[src/rtl/phy_aneg_pkg.sv]
package phy_aneg_pkg;

  typedef enum logic [3:0] {
    ST_IDLE,
    ST_RST_WR,
    ST_RST_GAP,
    ST_RST_RD,
    ST_MASK_WR,
    ST_CAP_RD,
    ST_ADV_WR,
    ST_AN_WR,
    ST_AN_GAP,
    ST_AN_RD,
    ST_RF_WR
  } seq_state_t;

  // control register bit positions
  localparam int CTL_RESET_BIT   = 15;
  localparam int CTL_SPEED_BIT   = 13;
  localparam int CTL_AN_EN_BIT   = 12;
  localparam int CTL_RESTART_BIT = 9;
  localparam int CTL_DUPLEX_BIT  = 8;

  // status register bit positions
  localparam int STS_DONE_BIT    = 5;
  localparam int STS_RFAULT_BIT  = 4;
  localparam int STS_CAP_TOP     = 15;

  // advertisement layout
  localparam int ADV_CAP_TOP     = 9;
  localparam int ADV_SEL_BIT     = 0;
  localparam int NUM_CAPS        = 5;

endpackage

[src/rtl/mgmt_req_port.sv]
module mgmt_req_port #(
  parameter int ADDR_W = 5,
  parameter int DATA_W = 16
) (
  input  logic              clk,
  input  logic              rst,
  input  logic              issue,
  input  logic              issue_we,
  input  logic [ADDR_W-1:0] issue_addr,
  input  logic [DATA_W-1:0] issue_data,
  input  logic              ack,
  output logic              req,
  output logic              we,
  output logic [ADDR_W-1:0] addr,
  output logic [DATA_W-1:0] wdata,
  output logic              xfer_done
);

  always_ff @(posedge clk) begin
    if (rst) begin
      req   <= 1'b0;
      we    <= 1'b0;
      addr  <= '0;
      wdata <= '0;
    end else if (req && ack) begin
      req <= 1'b0;
    end else if (issue && !req) begin
      req   <= 1'b1;
      we    <= issue_we;
      addr  <= issue_addr;
      wdata <= issue_data;
    end
  end

  assign xfer_done = req && ack;

endmodule

[src/rtl/interval_timer.sv]
module interval_timer #(
  parameter int INTERVAL = 500
) (
  input  logic clk,
  input  logic rst,
  input  logic run,
  input  logic tick,
  output logic expired
);

  localparam int CW = $clog2(INTERVAL + 1);

  logic [CW-1:0] cnt_q;

  always_ff @(posedge clk) begin
    if (rst || !run) begin
      cnt_q <= '0;
    end else if (tick && (cnt_q != CW'(INTERVAL))) begin
      cnt_q <= cnt_q + 1'b1;
    end
  end

  assign expired = run && (cnt_q == CW'(INTERVAL));

endmodule

[src/rtl/adv_builder.sv]
module adv_builder
  import phy_aneg_pkg::*;
#(
  parameter int DATA_W = 16
) (
  input  logic [DATA_W-1:0] status_word,
  output logic [DATA_W-1:0] adv_word
);

  logic [DATA_W-1:0] caps;

  for (genvar i = 0; i < DATA_W; i++) begin : g_bit
    if (i <= ADV_CAP_TOP && i > ADV_CAP_TOP - NUM_CAPS) begin : g_cap
      assign caps[i] = status_word[STS_CAP_TOP - (ADV_CAP_TOP - i)];
    end else if (i == ADV_SEL_BIT) begin : g_sel
      assign caps[i] = 1'b1;
    end else begin : g_zero
      assign caps[i] = 1'b0;
    end
  end

  assign adv_word = caps;

endmodule

[src/rtl/phy_aneg_seq.sv]
module phy_aneg_seq
  import phy_aneg_pkg::*;
#(
  parameter int                ADDR_W     = 5,
  parameter int                DATA_W     = 16,
  parameter int                POLL_TICKS = 500,
  parameter int                RST_POLLS  = 6,
  parameter int                AN_POLLS   = 20,
  parameter logic [ADDR_W-1:0] CTL_ADDR   = 0,
  parameter logic [ADDR_W-1:0] STS_ADDR   = 1,
  parameter logic [ADDR_W-1:0] ADV_ADDR   = 4,
  parameter logic [ADDR_W-1:0] MASK_ADDR  = 19
) (
  input  logic              clk,
  input  logic              rst,
  input  logic              start,
  input  logic              tick,
  output logic              mgmt_req,
  output logic              mgmt_we,
  output logic [ADDR_W-1:0] mgmt_addr,
  output logic [DATA_W-1:0] mgmt_wdata,
  input  logic              mgmt_ack,
  input  logic [DATA_W-1:0] mgmt_rdata,
  output logic              done,
  output logic              failed,
  output logic              reset_timeout,
  output logic              aneg_timeout
);

  localparam int RPW = $clog2(RST_POLLS + 1);
  localparam int APW = $clog2(AN_POLLS + 1);

  localparam logic [DATA_W-1:0] W_RESET = DATA_W'(1) << CTL_RESET_BIT;
  localparam logic [DATA_W-1:0] W_ANEG  = (DATA_W'(1) << CTL_AN_EN_BIT)
                                        | (DATA_W'(1) << CTL_RESTART_BIT);
  localparam logic [DATA_W-1:0] W_FORCE = W_ANEG
                                        | (DATA_W'(1) << CTL_SPEED_BIT)
                                        | (DATA_W'(1) << CTL_DUPLEX_BIT);
  localparam logic [DATA_W-1:0] W_MASK  = '1;

  seq_state_t        state_q;
  logic              issued_q;
  logic [RPW-1:0]    rst_poll_q;
  logic [APW-1:0]    an_poll_q;
  logic [DATA_W-1:0] cap_q;
  logic              done_q, failed_q, rto_q, ato_q;

  logic              want, issue, iss_we, xfer_done, gap_run, gap_expired;
  logic [ADDR_W-1:0] iss_addr;
  logic [DATA_W-1:0] iss_data, adv_word;

  adv_builder #(.DATA_W(DATA_W)) u_adv (
    .status_word (cap_q),
    .adv_word    (adv_word)
  );

  assign gap_run = (state_q == ST_RST_GAP) || (state_q == ST_AN_GAP);

  interval_timer #(.INTERVAL(POLL_TICKS)) u_timer (
    .clk     (clk),
    .rst     (rst),
    .run     (gap_run),
    .tick    (tick),
    .expired (gap_expired)
  );

  // request decode per state
  always_comb begin
    want     = 1'b1;
    iss_we   = 1'b0;
    iss_addr = CTL_ADDR;
    iss_data = '0;
    unique case (state_q)
      ST_RST_WR:  begin iss_we = 1'b1; iss_data = W_RESET; end
      ST_RST_RD:  begin iss_addr = CTL_ADDR; end
      ST_MASK_WR: begin iss_we = 1'b1; iss_addr = MASK_ADDR; iss_data = W_MASK; end
      ST_CAP_RD:  begin iss_addr = STS_ADDR; end
      ST_ADV_WR:  begin iss_we = 1'b1; iss_addr = ADV_ADDR; iss_data = adv_word; end
      ST_AN_WR:   begin iss_we = 1'b1; iss_data = W_ANEG; end
      ST_AN_RD:   begin iss_addr = STS_ADDR; end
      ST_RF_WR:   begin iss_we = 1'b1; iss_data = W_FORCE; end
      default:    begin want = 1'b0; end
    endcase
  end

  assign issue = want && !issued_q && !mgmt_req;

  mgmt_req_port #(.ADDR_W(ADDR_W), .DATA_W(DATA_W)) u_port (
    .clk        (clk),
    .rst        (rst),
    .issue      (issue),
    .issue_we   (iss_we),
    .issue_addr (iss_addr),
    .issue_data (iss_data),
    .ack        (mgmt_ack),
    .req        (mgmt_req),
    .we         (mgmt_we),
    .addr       (mgmt_addr),
    .wdata      (mgmt_wdata),
    .xfer_done  (xfer_done)
  );

  always_ff @(posedge clk) begin
    if (rst) begin
      state_q    <= ST_IDLE;
      issued_q   <= 1'b0;
      rst_poll_q <= '0;
      an_poll_q  <= '0;
      cap_q      <= '0;
      done_q     <= 1'b0;
      failed_q   <= 1'b0;
      rto_q      <= 1'b0;
      ato_q      <= 1'b0;
    end else begin
      if (issue)     issued_q <= 1'b1;
      if (xfer_done) issued_q <= 1'b0;
      unique case (state_q)
        ST_IDLE: begin
          if (start) begin
            done_q     <= 1'b0;
            failed_q   <= 1'b0;
            rto_q      <= 1'b0;
            ato_q      <= 1'b0;
            rst_poll_q <= '0;
            an_poll_q  <= '0;
            state_q    <= ST_RST_WR;
          end
        end
        ST_RST_WR:  if (xfer_done)   state_q <= ST_RST_GAP;
        ST_RST_GAP: if (gap_expired) state_q <= ST_RST_RD;
        ST_RST_RD: begin
          if (xfer_done) begin
            if (!mgmt_rdata[CTL_RESET_BIT]) begin
              state_q <= ST_MASK_WR;
            end else if (rst_poll_q == RPW'(RST_POLLS - 1)) begin
              rto_q   <= 1'b1;
              done_q  <= 1'b1;
              state_q <= ST_IDLE;
            end else begin
              rst_poll_q <= rst_poll_q + 1'b1;
              state_q    <= ST_RST_GAP;
            end
          end
        end
        ST_MASK_WR: if (xfer_done) state_q <= ST_CAP_RD;
        ST_CAP_RD: begin
          if (xfer_done) begin
            cap_q   <= mgmt_rdata;
            state_q <= ST_ADV_WR;
          end
        end
        ST_ADV_WR:  if (xfer_done)   state_q <= ST_AN_WR;
        ST_AN_WR:   if (xfer_done)   state_q <= ST_AN_GAP;
        ST_AN_GAP:  if (gap_expired) state_q <= ST_AN_RD;
        ST_AN_RD: begin
          if (xfer_done) begin
            if (mgmt_rdata[STS_DONE_BIT] && !mgmt_rdata[STS_RFAULT_BIT]) begin
              done_q  <= 1'b1;
              state_q <= ST_IDLE;
            end else if (an_poll_q == APW'(AN_POLLS - 1)) begin
              done_q   <= 1'b1;
              ato_q    <= !mgmt_rdata[STS_DONE_BIT];
              failed_q <= mgmt_rdata[STS_RFAULT_BIT];
              state_q  <= ST_IDLE;
            end else begin
              an_poll_q <= an_poll_q + 1'b1;
              state_q   <= mgmt_rdata[STS_RFAULT_BIT] ? ST_RF_WR : ST_AN_GAP;
            end
          end
        end
        ST_RF_WR: if (xfer_done) state_q <= ST_AN_GAP;
        default:  state_q <= ST_IDLE;
      endcase
    end
  end

  assign done          = done_q;
  assign failed        = failed_q;
  assign reset_timeout = rto_q;
  assign aneg_timeout  = ato_q;

endmodule

[config.mk]
export PLATFORM = sky130hd
export DESIGN_NAME = phy_aneg_seq
export DESIGN_NICKNAME = d
export VERILOG_FILES = /design/src/rtl/phy_aneg_pkg.sv /design/src/rtl/mgmt_req_port.sv /design/src/rtl/interval_timer.sv /design/src/rtl/adv_builder.sv /design/src/rtl/phy_aneg_seq.sv
export SDC_FILE = /design/constraint.sdc
export NUM_CORES = 1
export LEC_CHECK = 0
export BUFFER_PORTS_ARGS = -buffer_cell sky130_fd_sc_hd__buf_2
export CAP_MARGIN = 20
export CORE_MARGIN = 2
export CORE_UTILIZATION = 59
export DETAILED_ROUTE_END_ITERATION = 8
export MAX_ROUTING_LAYER = met4
export PLACE_DENSITY = 0.87
export SLEW_MARGIN = 20
export SYNTH_ARGS = -nofsm -noshare
export SYNTH_HDL_FRONTEND = slang
export SYNTH_HIERARCHICAL = 1
export SYNTH_SLANG_ARGS = --single-unit
[constraint.sdc]
create_clock -name clk -period 2.6 [get_ports clk]
set_input_delay 0.13 -clock clk [delete_from_list [all_inputs] [get_ports clk]]
set_output_delay 0.13 -clock clk [all_outputs]
set_load 0.05 [all_outputs]
### Word level (Yosys, flattened, before mapping)

Index checks and enable logic that the tools add are counted.

| operators by class | value |
|---|---|
| $add $sub $neg | 3 |
| equal/unequal tests | 31 |
| mux-type cells | 47 |
| bitwise operators | 1 |
| reduce and logical (&&, ||, !) cells | 31 |

Operator list:

| cell | count |
|---|---|
| $pmux 16 s5 | 1 |
| $mux 4 | 12 |
| $pmux 4 s10 | 1 |
| $mux 5 | 4 |
| $reduce_and 5->1 | 4 |
| $ne 2x2->1 const B | 9 |
| $eq 4x3->1 const B | 4 |
| $mux 1 | 15 |
| $mux 3 | 5 |
| $pmux 5 s3 | 1 |
| $ne 2x1->1 const B | 7 |
| $eq 4x4->1 const B | 3 |
| $pmux 5 s2 | 1 |
| $reduce_and 10->1 | 1 |
| $add 9x1->9 const B | 1 |
| $eq 9x9->1 const B | 1 |
| $ne 9x9->1 const B | 1 |
| $eq 4x2->1 const B | 2 |
| $reduce_or 8->1 | 1 |
| $logic_and 1x1->1 | 7 |
| $reduce_and 7->1 | 1 |
| $pmux 1 s2 | 3 |
| $pmux 3 s2 | 1 |
| $reduce_or 2->1 | 3 |
| other kinds (16) | 24 |

| storage, ports and cells | value |
|---|---|
| bits in registers | 65 |
| bits of input ports | 21 |
| word-level logic and storage cells | 127 |

### Logic depth before layout (Yosys ltp)

Gate-level depths: netlist of the first run.

| logic depth | value |
|---|---|
| depth in word-level cells | 7 |
| gate-level depth with buffers | 10 |
| gate-level depth less buffers | 9 |

### By module

Netlist of the first run, hierarchy kept.

By module, submodules not included:

| module | times used | cells each | area an instance (µm²) | sequential area each (µm²) |
|---|---|---|---|---|
| phy_aneg_seq | 1 | 242 | 1930.6 | 660.6 |
| mgmt_req_port | 1 | 103 | 1143.6 | 460.4 |
| interval_timer | 1 | 53 | 466.7 | 180.2 |
| adv_builder | 1 | 18 | 127.6 | 0.0 |

### Least setup slack after synthesis of the first run

OpenSTA, ideal clock, no wires.

| path | value |
|---|---|
| path kind | register to register |
| from | reg u_port.req |
| to | reg an_poll_q[2] |
| data arrival time | 2.115 ns |
| data required time | 2.530 ns |
| setup slack | 0.415 ns |
| stages on the path, launching flop included | 9 |
| buffers on the path | 2 |
| path through | dfxtp_1 > buf_6 > and2_1 > buf_4 > and3_4 > o21ai_4 > a21o_1 > or3_1 > a21oi_1 |

| between the ends | value |
|---|---|
| cells in the longest elaborated chain, start to end | 3 |

RTL lines:

| element | RTL line | RTL |
|---|---|---|
| from (decl) | mgmt_req_port.sv:12 | `output logic req,` |
| from (signal assigned) | mgmt_req_port.sv:21 | `req <= 1'b0;` |
| from (signal assigned) | mgmt_req_port.sv:26 | `req <= 1'b0;` |
| from (signal assigned) | mgmt_req_port.sv:28 | `req <= 1'b1;` |
| $logic_and 1x1->1 | mgmt_req_port.sv:35 | `assign xfer_done = req && ack;` |
| named net xfer_done | phy_aneg_seq.sv:48 | `logic want, issue, iss_we, xfer_done, gap_run, gap_expired;` |
| $ne 2x1->1 (no source line) | -- |  |
| $reduce_and 5->1 (no source line) | -- |  |
| to (signal assigned) | phy_aneg_seq.sv:166 | `an_poll_q <= an_poll_q + 1'b1;` |
| to (decl) | phy_aneg_seq.sv:44 | `logic [APW-1:0] an_poll_q;` |

The timed path passes the listed nets, and every way through them passes these cells.
A chain may end at the register's enable or synchronous reset.

### Worst setup path after layout of the first run

| path | value |
|---|---|
| from | reg state_q[1] |
| to | reg state_q[1] |

| between the ends | value |
|---|---|
| cells in the longest elaborated chain, start to end | 5 |
| elaborated cells on any way between the ends | 26 |
| those cells by class | eq/ne (20); mux (1); reduce/logical (5) |

RTL lines:

| element | RTL line | RTL |
|---|---|---|
| from (decl) | phy_aneg_seq.sv:41 | `seq_state_t state_q;` |
| from (signal assigned) | phy_aneg_seq.sv:167 | `state_q <= mgmt_rdata[STS_RFAULT_BIT] ? ST_RF_WR : ST_AN_GAP;` |
| $eq 4x2->1 or $eq 4x4->1 (tied branches) | phy_aneg_seq.sv:57 | `assign gap_run = (state_q == ST_RST_GAP) \|\| (state_q == ST_AN_GAP);` |
| $logic_or 1x1->1 (*) | phy_aneg_seq.sv:57 |  |
| named net gap_run | phy_aneg_seq.sv:48 |  |
| $logic_and 1x1->1 (*) | interval_timer.sv:23 | `assign expired = run && (cnt_q == CW'(INTERVAL));` |
| named net gap_expired | phy_aneg_seq.sv:48 |  |
| $ne 2x2->1 (no source line) | -- |  |
| $reduce_and 10->1 (no source line) (*) | -- |  |

Mark *: on every way through the listed nets, which the timed path passes. The rest lies on a longest branch.

==> results of run 1 <==
-- per-stage QoR --
stage / hold slack, ps / total power [µW] / util, % / setup WS [ps]
after floorplan: 264 / 1840 / - / 415
after global routing: 77.3 / 2680 / 64.7 / 198
after CTS: 42.6 / 2550 / 64.7 / 359
final: 40.6 / 2550 / 64.7 / 343
after detailed placement: 378 / 1980 / 62.7 / 396
after global placement: 371 / 1950 / 62.7 / 521
-- power by group through the flow --
stage | sequential, µW | clock (µW) | combinational (µW)
finish | 965 | 568 | 1010
detailed placement | 982 | 0 | 1000
floorplan | 1040 | 0 | 797
global placement | 976 | 0 | 975
global route | 973 | 612 | 1100
CTS | 963 | 577 | 1010
-- area by class of cell --
class | count | area (µm²)
multi-input combinational | 275 | 1950
fill | 474 | 1930
sequential | 54 | 1080
timing repair buffer | 50 | 280
tap | 72 | 90.1
clock buffer | 6 | 72.6
clock inverter | 2 | 37.5
inverter | 8 | 30.0
-- path summary, 6_finish.rpt --
check | endpoint | slack [ps]
setup / recovery | state_q[1] | 340
hold / removal | cap_q[11] | 40
setup reg to reg | state_q[1] | 340
hold reg to reg | cap_q[15] | 460
-- worst max-delay path: cells and delay by family (launching register included) --
family | cells | cell delay (ps)
multiplexers | 1 | 90
flip-flops | 1 | 750
AO/OA/AOI/OAI | 5 | 940
AND/OR/NAND/NOR | 2 | 380
-- flip-flops by register name (all words and copies together) (netlist names) --
name	flops
rst_poll_q	3
cap_q	5
issued_q	1
u_port/wdata	16
done	1
an_poll_q	5
aneg_timeout	1
failed	1
u_timer/cnt_q	9
u_port/addr	5
u_port/req	1
state_q	4
u_port/we	1
reset_timeout	1
-- layer usage --
layer / routed length [µm] / global-route usage (%) / part of all wire [%]
met1: 3020 / 28.1 / 45
met2: 3390 / 38.5 / 50
met3: 260 / 3.98 / 3.9
met4: 76 / 7.07 / 1.1
met5: 0 / - / 0
==> flow_metrics.py, run 1 <==
metrics = {
    "outcome": {
        "status": "finished, final reports clean",
    },
    "detailed_routing": {
        "wirelength_um": 6750,
        "via_count": 2688,
        "vias_per_cell": 5.76,
        "dr.pass1.iters": 4,
        "drt_iter0_drc": 169,
        "drcViolationCount": 0,
        "antenna_left": 0,
        "wl_per_cell_um": 14.4,
    },
    "placement": {
        "placed_cell_area_mm2": 0.00343,
        "dp.cells": 459,
        "port_buffers": 38,
        "gp_congestion": 0.931,
        "dp_hpwl_um": 4630,
    },
    "power": {
        "internal_power_uw": 1560,
        "ir_drop_uv": 379,
        "swShare_pct": 38.8,
        "p_clk_share_pct": 22.3,
        "pwr-share-seq_pct": 37.9,
        "leakagePower_uw": 0.00143,
        "power.switching_uw": 989,
        "p_per_area_mw_per_mm2": 719,
        "pwr-share-comb_pct": 39.8,
    },
    "finish": {
        "design_area_mm2": 0.00354,
        "final_cells": 467,
        "layout_common_cells": "dfxtp_1, buf_2, nor2_1",
        "antenna_cells": 0,
        "mostFrequentLayoutCell": "dfxtp_1",
        "layout-drive-gt1-share_pct": 27.3,
        "nets": 420,
        "area_growth_pct": 6.99,
    },
    "timing": {
        "finalSetupTns_ps": 0,
        "finClkSkew_ps": 13.4,
        "setup_violations": 0,
        "period_needed_ps": 2260,
        "fmax_ghz": 0.443,
        "grt_setup_unrepaired": "no",
        "tightestPinTransition_ps": 644,
        "drv_slew": 0,
        "hold_viol": 0,
        "max_slew_margin_pct": 57.0,
        "fin_crit_sh_pct": 86.8,
    },
    "cts": {
        "cts_tree": "done",
        "cts_max_path_buffers": 2,
        "cts_root_buf": "clkbuf_8",
        "clkTransAtPathRegs_ps": 110,
        "clkLatencyLatePin_ps": 310,
        "cts-buffers-inserted": 5,
        "post_cts_resized": 0,
        "clock_sinks": 54,
        "cts_setup_buffers": 0,
        "htree_levels": 2,
        "cts_hold_buffers": 0,
    },
    "setup_path": {
        "max_stage_delay_ps": 750,
        "critPathRequiredTime_ps": 2830,
        "cpMostUsedCell": "a21oi_1",
        "cp_max_fo": 16,
        "r2r-start": "state_q[1]",
        "endpoint_kind": "flop",
        "critPathLaunchType": "flop",
        "cp_slowest_cell": "dfxtp_1",
        "r2r_cells": 8,
        "startpoint": "state_q[1]",
        "worstSetupPathType": "flop to flop",
        "crit_arrival_ps": 2490,
        "cp_cell_sequence": "nand2_1, a21oi_1, and3_1, mux2i_1, a21oi_2, o32a_4, a21oi_1, a311oi_1",
    },
    "hold_path": {
        "hp-start": "mgmt_rdata[11]",
        "holdCritPathClass": "input pin to flop",
        "worst_hold_path.num_cells": 3,
    },
    "logic_synthesis": {
        "syn_inst": 372,
        "yosysWarnings": 6,
        "avgSynthCellArea_um2": 8.90,
        "synth_area_mm2": 0.00331,
    },
    "global_routing": {
        "antenna_found_initial": 0,
        "gr-total-overflow": 0,
        "grt_pass1_vias": 2542,
        "grt_max_degree": 48,
        "track_usage_pct": 22.8,
        "grt_first_pass_wirelength_um": 11300,
    },
    "die": {
        "core_mm2": 0.00547,
        "fp-row-count": 27,
        "die-height_um": 78.9,
        "io_pins": 48,
        "start_util_pct": 60.5,
        "fp.dieArea_mm2": 0.00623,
        "die_w_um": 78.9,
    },
    "job": {
        "maxCapViolCount": 0,
    },
}
(Power assumes the default switching activity.)
==> run 2: changes to the inputs <==
--- a/config.mk
+++ b/config.mk
@@ -7,7 +7,7 @@
 export LEC_CHECK = 0
 export BUFFER_PORTS_ARGS = -buffer_cell sky130_fd_sc_hd__buf_2
 export CAP_MARGIN = 20
-export CORE_MARGIN = 2
+export CORE_MARGIN = 10
 export CORE_UTILIZATION = 59
 export DETAILED_ROUTE_END_ITERATION = 8
 export MAX_ROUTING_LAYER = met4
==> run 2 against run 1 <==
First-iteration DRC count decreased by 15%; utilization about the same; register-to-register slack improved by 160 ps; wire length increased by 5.2%; total power decreased by 2.2%; worst hold slack improved by 2.1 ps; clock power decreased by 11%; combinational power about the same; final cell count increased by 0.21%; maximum frequency increased by 7.4%; critical endpoint is now state_q[3]; highest routed layer unchanged.
==> flow_metrics.py, run 2 (synthesis gave the netlist of run 1 again) <==
metrics = {
    "placement": {
        "port_buffers": 38,
        "placed_cell_area_mm2": 0.00344,
        "gp_congestion": 0.889,
        "dp_hpwl_um": 5000,
        "dp.cells": 460,
    },
    "setup_path": {
        "critPathRequiredTime_ps": 2820,
        "cp_slowest_cell": "dfxtp_1",
        "cp_cell_sequence": "or2_2, a21oi_1, and3_1, mux2i_1, a21oi_2, o32a_4, a21oi_1, a311oi_2",
        "r2r_end": "state_q[3]",
        "cp_num_buf_inv": 0,
        "max_stage_delay_ps": 420,
        "critPathLaunchType": "flop",
        "crit_arrival_ps": 2320,
        "cpMostUsedCell": "a21oi_1",
        "worstSetupPathType": "flop to flop",
        "r2r-start": "state_q[2]",
        "r2r_cells": 8,
        "regToRegSetupSlack_ps": 500,
        "worst_path_dominant_cell_family": "compound AO/OA/AOI/OAI gates",
        "cp_max_fo": 10,
        "endpoint_kind": "flop",
    },
    "detailed_routing": {
        "dr.pass1.iters": 4,
        "vias_per_cell": 5.71,
        "drcViolationCount": 0,
        "via_count": 2670,
        "wl_per_cell_um": 15.2,
        "wirelength_um": 7100,
        "antenna_left": 0,
        "drt_iter0_drc": 143,
    },
    "cts": {
        "cts_root_buf": "clkbuf_8",
        "clkLatencyLatePin_ps": 310,
        "clock_sinks": 54,
        "cts_max_path_buffers": 2,
        "htree_levels": 2,
        "post_cts_resized": 0,
        "cts-buffers-inserted": 5,
        "cts_hold_buffers": 0,
        "cts_setup_buffers": 0,
        "cts_tree": "done",
        "clkTransAtPathRegs_ps": 100,
    },
    "global_routing": {
        "grt_max_degree": 47,
        "gr-total-overflow": 0,
        "track_usage_pct": 16.6,
        "grt_first_pass_wirelength_um": 12100,
        "antenna_found_initial": 0,
        "grt_pass1_vias": 2698,
    },
    "finish": {
        "largest_reg_flops": 16,
        "layout-drive-gt1-share_pct": 27.8,
        "top_register": "u_port/wdata",
        "nets": 421,
        "final_cells": 468,
        "antenna_cells": 0,
        "reg_top3": "u_port/wdata (16), u_timer/cnt_q (9)",
        "mostFrequentLayoutCell": "dfxtp_1",
        "area_growth_pct": 6.92,
        "layout_common_cells": "dfxtp_1, buf_2, nor2_1",
        "design_area_mm2": 0.00354,
    },
    "die": {
        "fp-row-count": 27,
        "die-height_um": 94.9,
        "start_util_pct": 60.5,
        "die_w_um": 94.9,
        "fp.dieArea_mm2": 0.00901,
        "io_pins": 48,
        "core_mm2": 0.00547,
    },
    "hold_path": {
        "holdPathEnd": "cap_q[14]",
        "worst_hold_path.num_cells": 3,
        "hp-start": "mgmt_rdata[14]",
        "holdCritPathClass": "input pin to flop",
    },
    "timing": {
        "setup_violations": 0,
        "tightestPinTransition_ps": 501,
        "hold_viol": 0,
        "finalSetupTns_ps": 0,
        "drv_slew": 0,
        "max_slew_margin_pct": 66.6,
        "grt_setup_unrepaired": "no",
        "period_needed_ps": 2100,
        "fmax_ghz": 0.476,
        "fin_crit_sh_pct": 80.8,
        "finClkSkew_ps": 8.27,
    },
    "outcome": {
        "status": "finished, final reports clean",
    },
    "power": {
        "leakagePower_uw": 0.00144,
        "ir_drop_uv": 413,
        "power.total_uw": 2490,
        "p_per_area_mw_per_mm2": 703,
    },
    "job": {
        "maxCapViolCount": 0,
    },
}
-- run 2: cell count changes in the layout (fill, tap and decap cells not counted) --
cell | before | now
bufinv_16 | 1 | 0
clkinv_4 | 0 | 2
buf_4 | 12 | 13
clkbuf_8 | 5 | 6
clkinvlp_4 | 1 | 0
clkbuf_1 | 1 | 0
-- run 2: area by class of cell --
class	count	area, µm²
sequential	54	1080
fill	471	1930
tap	72	90.1
multi-input combinational	275	1950
timing repair buffer	51	288
clock inverter	2	17.5
inverter	8	30.0
clock buffer	6	82.6
-- run 2: stage by stage --
| step | utilization, % | worst slack [ps] | hold WS (ps) |
|---|---|---|---|
| 3_3_place_gp | 62.8 | 617 | 377 |
| 5_1_grt | 64.7 | 358 | 51.4 |
| 6_report | 64.7 | 498 | 42.7 |
| 3_5_place_dp | 62.8 | 544 | 379 |
| 2_1_floorplan | - | 415 | 264 |
| 4_1_cts | 64.7 | 503 | 35.6 |
-- run 2: worst max path at each step --
| stage | startpoint | end | slack [ps] | depth (start not counted) |
|---|---|---|---|---|
| global route | state_q[2] | state_q[1] | 360 | 8 |
| finish | state_q[2] | state_q[3] | 500 | 8 |
| global placement | state_q[2] | state_q[3] | 620 | 8 |
| floorplan | u_port/req | an_poll_q[2] | 420 | 8 |
| detailed placement | state_q[2] | state_q[3] | 540 | 8 |
| CTS | state_q[2] | state_q[3] | 500 | 8 |
-- run 2: worst reg2reg max path: cells and delay by family, from the launching register on --
family | cells | cell delay, ps
AO/OA/AOI/OAI | 5 | 900
AND/OR/NAND/NOR | 2 | 590
flip-flops | 1 | 420
multiplexers | 1 | 90
-- run 2: layer usage --
| metal | vias to the layer above | GRT usage [%] | wire [µm] |
|---|---|---|---|
| met1 | 1253 | 18.8 | 3110 |
| li1 | 1338 | - | - |
| met5 | - | - | 0 |
| met2 | 67 | 28.5 | 3490 |
| met3 | 12 | 3.49 | 389 |
| met4 | 0 | 5.24 | 104 |
-- run 2: where the power goes --
part / leakage [µW] / internal [µW] / switching, µW / total, µW
combinational: 0.000951 / 390 / 644 / 1030
sequential: 0.000437 / 886 / 64.5 / 951
clock: 0.0000514 / 220 / 285 / 505
total: 0.00144 / 1500 / 994 / 2490
==> run 3: changes to the inputs <==
==> constraint.sdc (replaced) <==
create_clock -name clk -period 2 [get_ports clk]
set_input_delay 0.1 -clock clk [delete_from_list [all_inputs] [get_ports clk]]
set_output_delay 0.1 -clock clk [all_outputs]
set_load 0.05 [all_outputs]
==> run 3 against run 2 <==
Worst hold slack got worse by 21 ps; largest power group unchanged; sequential power rose by 28%; sequential share of layout area fell by 0.77 points; worst setup slack got worse by 420 ps; non-clock buffer count rose by 7; final cell count rose by 1.5%; highest routed layer unchanged; global-route usage rose by 0.61 points; critical path type unchanged; register-to-register slack got worse by 420 ps; clock-buffer cell count did not move; utilization rose by 2.1 points; wire length rose by 5.7%; critical path depth rose by 1.
==> flow_metrics.py, run 3 (synthesis gave the netlist of run 1 again) <==
metrics = {
    "setup_path": {
        "critPathLaunchType": "flop",
        "worstSetupPathType": "flop to flop",
        "cp_max_fo": 5,
        "r2r-start": "u_timer/cnt_q[1]",
        "endpoint_kind": "flop",
        "cp_cell_sequence": "inv_1, ha_1, and4b_4, and3_4, mux2i_1, a21oi_2, o32a_4, a21oi_1, a311oi_1",
        "crit_arrival_ps": 2120,
        "max_stage_delay_ps": 340,
        "worst_path_dominant_cell_family": "compound AO/OA/AOI/OAI gates",
        "r2r_cells": 9,
        "cp_num_buf_inv": 1,
        "critPathRequiredTime_ps": 2190,
        "r2r_end": "state_q[1]",
        "regToRegSetupSlack_ps": 80,
        "cp_slowest_cell": "dfxtp_2",
    },
    "placement": {
        "gp_congestion": 0.885,
        "port_buffers": 38,
        "dp_hpwl_um": 5120,
        "placed_cell_area_mm2": 0.00348,
    },
    "finish": {
        "layout_common_cells": "dfxtp_1, buf_2, nor2_1",
        "mostFrequentLayoutCell": "dfxtp_1",
        "design_area_mm2": 0.00366,
        "layout-drive-gt1-share_pct": 31.0,
        "reg_top3": "u_port/wdata (16), u_timer/cnt_q (9)",
        "top_register": "u_port/wdata",
        "fill_cells": 448,
        "antenna_cells": 0,
        "area_growth_pct": 10.4,
        "largest_reg_flops": 16,
        "nets": 428,
    },
    "global_routing": {
        "grt_max_degree": 53,
        "track_usage_pct": 17.2,
        "antenna_found_initial": 0,
        "grt_pass1_vias": 2673,
        "gr-total-overflow": 0,
        "grt_first_pass_wirelength_um": 12600,
    },
    "detailed_routing": {
        "antenna_left": 0,
        "vias_per_cell": 5.76,
        "drcViolationCount": 0,
        "dr.pass1.iters": 7,
        "wl_per_cell_um": 15.8,
        "via_count": 2735,
        "drt_iter0_drc": 205,
        "wirelength_um": 7500,
    },
    "job": {
        "maxCapViolCount": 0,
    },
    "timing": {
        "finClkSkew_ps": 6.60,
        "hold_viol": 0,
        "finalSetupTns_ps": 0,
        "period_needed_ps": 1920,
        "drv_slew": 0,
        "fmax_ghz": 0.520,
        "setup_violations": 0,
        "fin_crit_sh_pct": 96.1,
    },
    "cts": {
        "clkLatencyLatePin_ps": 310,
        "htree_levels": 2,
        "cts-buffers-inserted": 5,
        "cts_root_buf": "clkbuf_8",
        "cts_max_path_buffers": 2,
        "cts_hold_buffers": 0,
        "clock_sinks": 54,
        "clkTransAtPathRegs_ps": 90,
        "cts_tree": "done",
    },
    "hold_path": {
        "holdPathEnd": "cap_q[13]",
        "holdCritPathClass": "input pin to flop",
        "worst_hold_path.num_cells": 3,
        "hp-start": "mgmt_rdata[13]",
    },
    "power": {
        "p_per_area_mw_per_mm2": 977,
        "ir_drop_uv": 451,
        "leakagePower_uw": 0.00150,
    },
    "die": {
        "die-height_um": 94.9,
        "fp-row-count": 27,
        "core_mm2": 0.00547,
        "io_pins": 48,
        "fp.dieArea_mm2": 0.00901,
        "start_util_pct": 60.5,
        "die_w_um": 94.9,
    },
    "outcome": {
        "status": "finished, final reports clean",
    },
}
[run 3: area by class of cell]
type	count	area (µm²)	area share [%]
multi-input cells	275	1960	53.7
flip-flops and latches	54	1090	29.8
repair buffers	58	340	9.31
well taps	72	90.1	2.46
clock buffers	6	82.6	2.26
clock inverters	2	60.1	1.64
inverters	8	32.5	0.890
[run 3: worst min-delay path: cells and delay by family]
family,cells,cell delay [ps]
buffers and inverters,1,90
AOI/OAI and AO/OA,1,50
and+or+nand+nor,1,40
[run 3: power by group]
group / total [µW] / switching, µW / internal [µW]
logic: 1460 / 900 / 556
clock network: 894 / 361 / 534
registers: 1220 / 66.9 / 1160
[run 3: timing repair]
item,CTS,global route
pin swaps,1,5
gates resized for setup,1,8
buffers inserted,0,2
setup endpoints to repair,3,3
hold endpoints to repair,0,0
[run 3: worst max path at each step]
stage / start / to / slack (ps) / cells after the start
floorplan: state_q[0] / state_q[3] / 50 / 9
global placement: u_timer/cnt_q[1] / state_q[3] / 120 / 9
detailed placement: u_timer/cnt_q[1] / state_q[3] / 30 / 9
CTS: state_q[2] / state_q[1] / -10 / 8
global route: state_q[3] / state_q[1] / -10 / 9
finish: u_timer/cnt_q[1] / state_q[1] / 80 / 9
[run 3: per-layer routing]
metal	share of wire (%)	GRT usage (%)	up-vias
met3	5.3	3.17	13
li1	-	-	1351
met2	50	29.5	64
met1	43	19.7	1307
met5	0	-	-
met4	1.6	5.61	0
[run 3: metrics by stage]
| stage | util, % | power (µW) | std cells | setup slack [ps] | hold WS, ps |
|---|---|---|---|---|---|
| after floorplan | - | 2390 | 381 | 48.1 | 234 |
| after global placement | 63.6 | 2600 | 465 | 123 | 346 |
| after detailed placement | 63.6 | 2640 | 465 | 27.7 | 351 |
| after CTS | 66.2 | 3540 | 473 | -13.9 | 20.5 |
| after global routing | 66.8 | 3770 | 475 | -12.9 | 29.6 |
| final | 66.8 | 3570 | 475 | 78.2 | 21.4 |
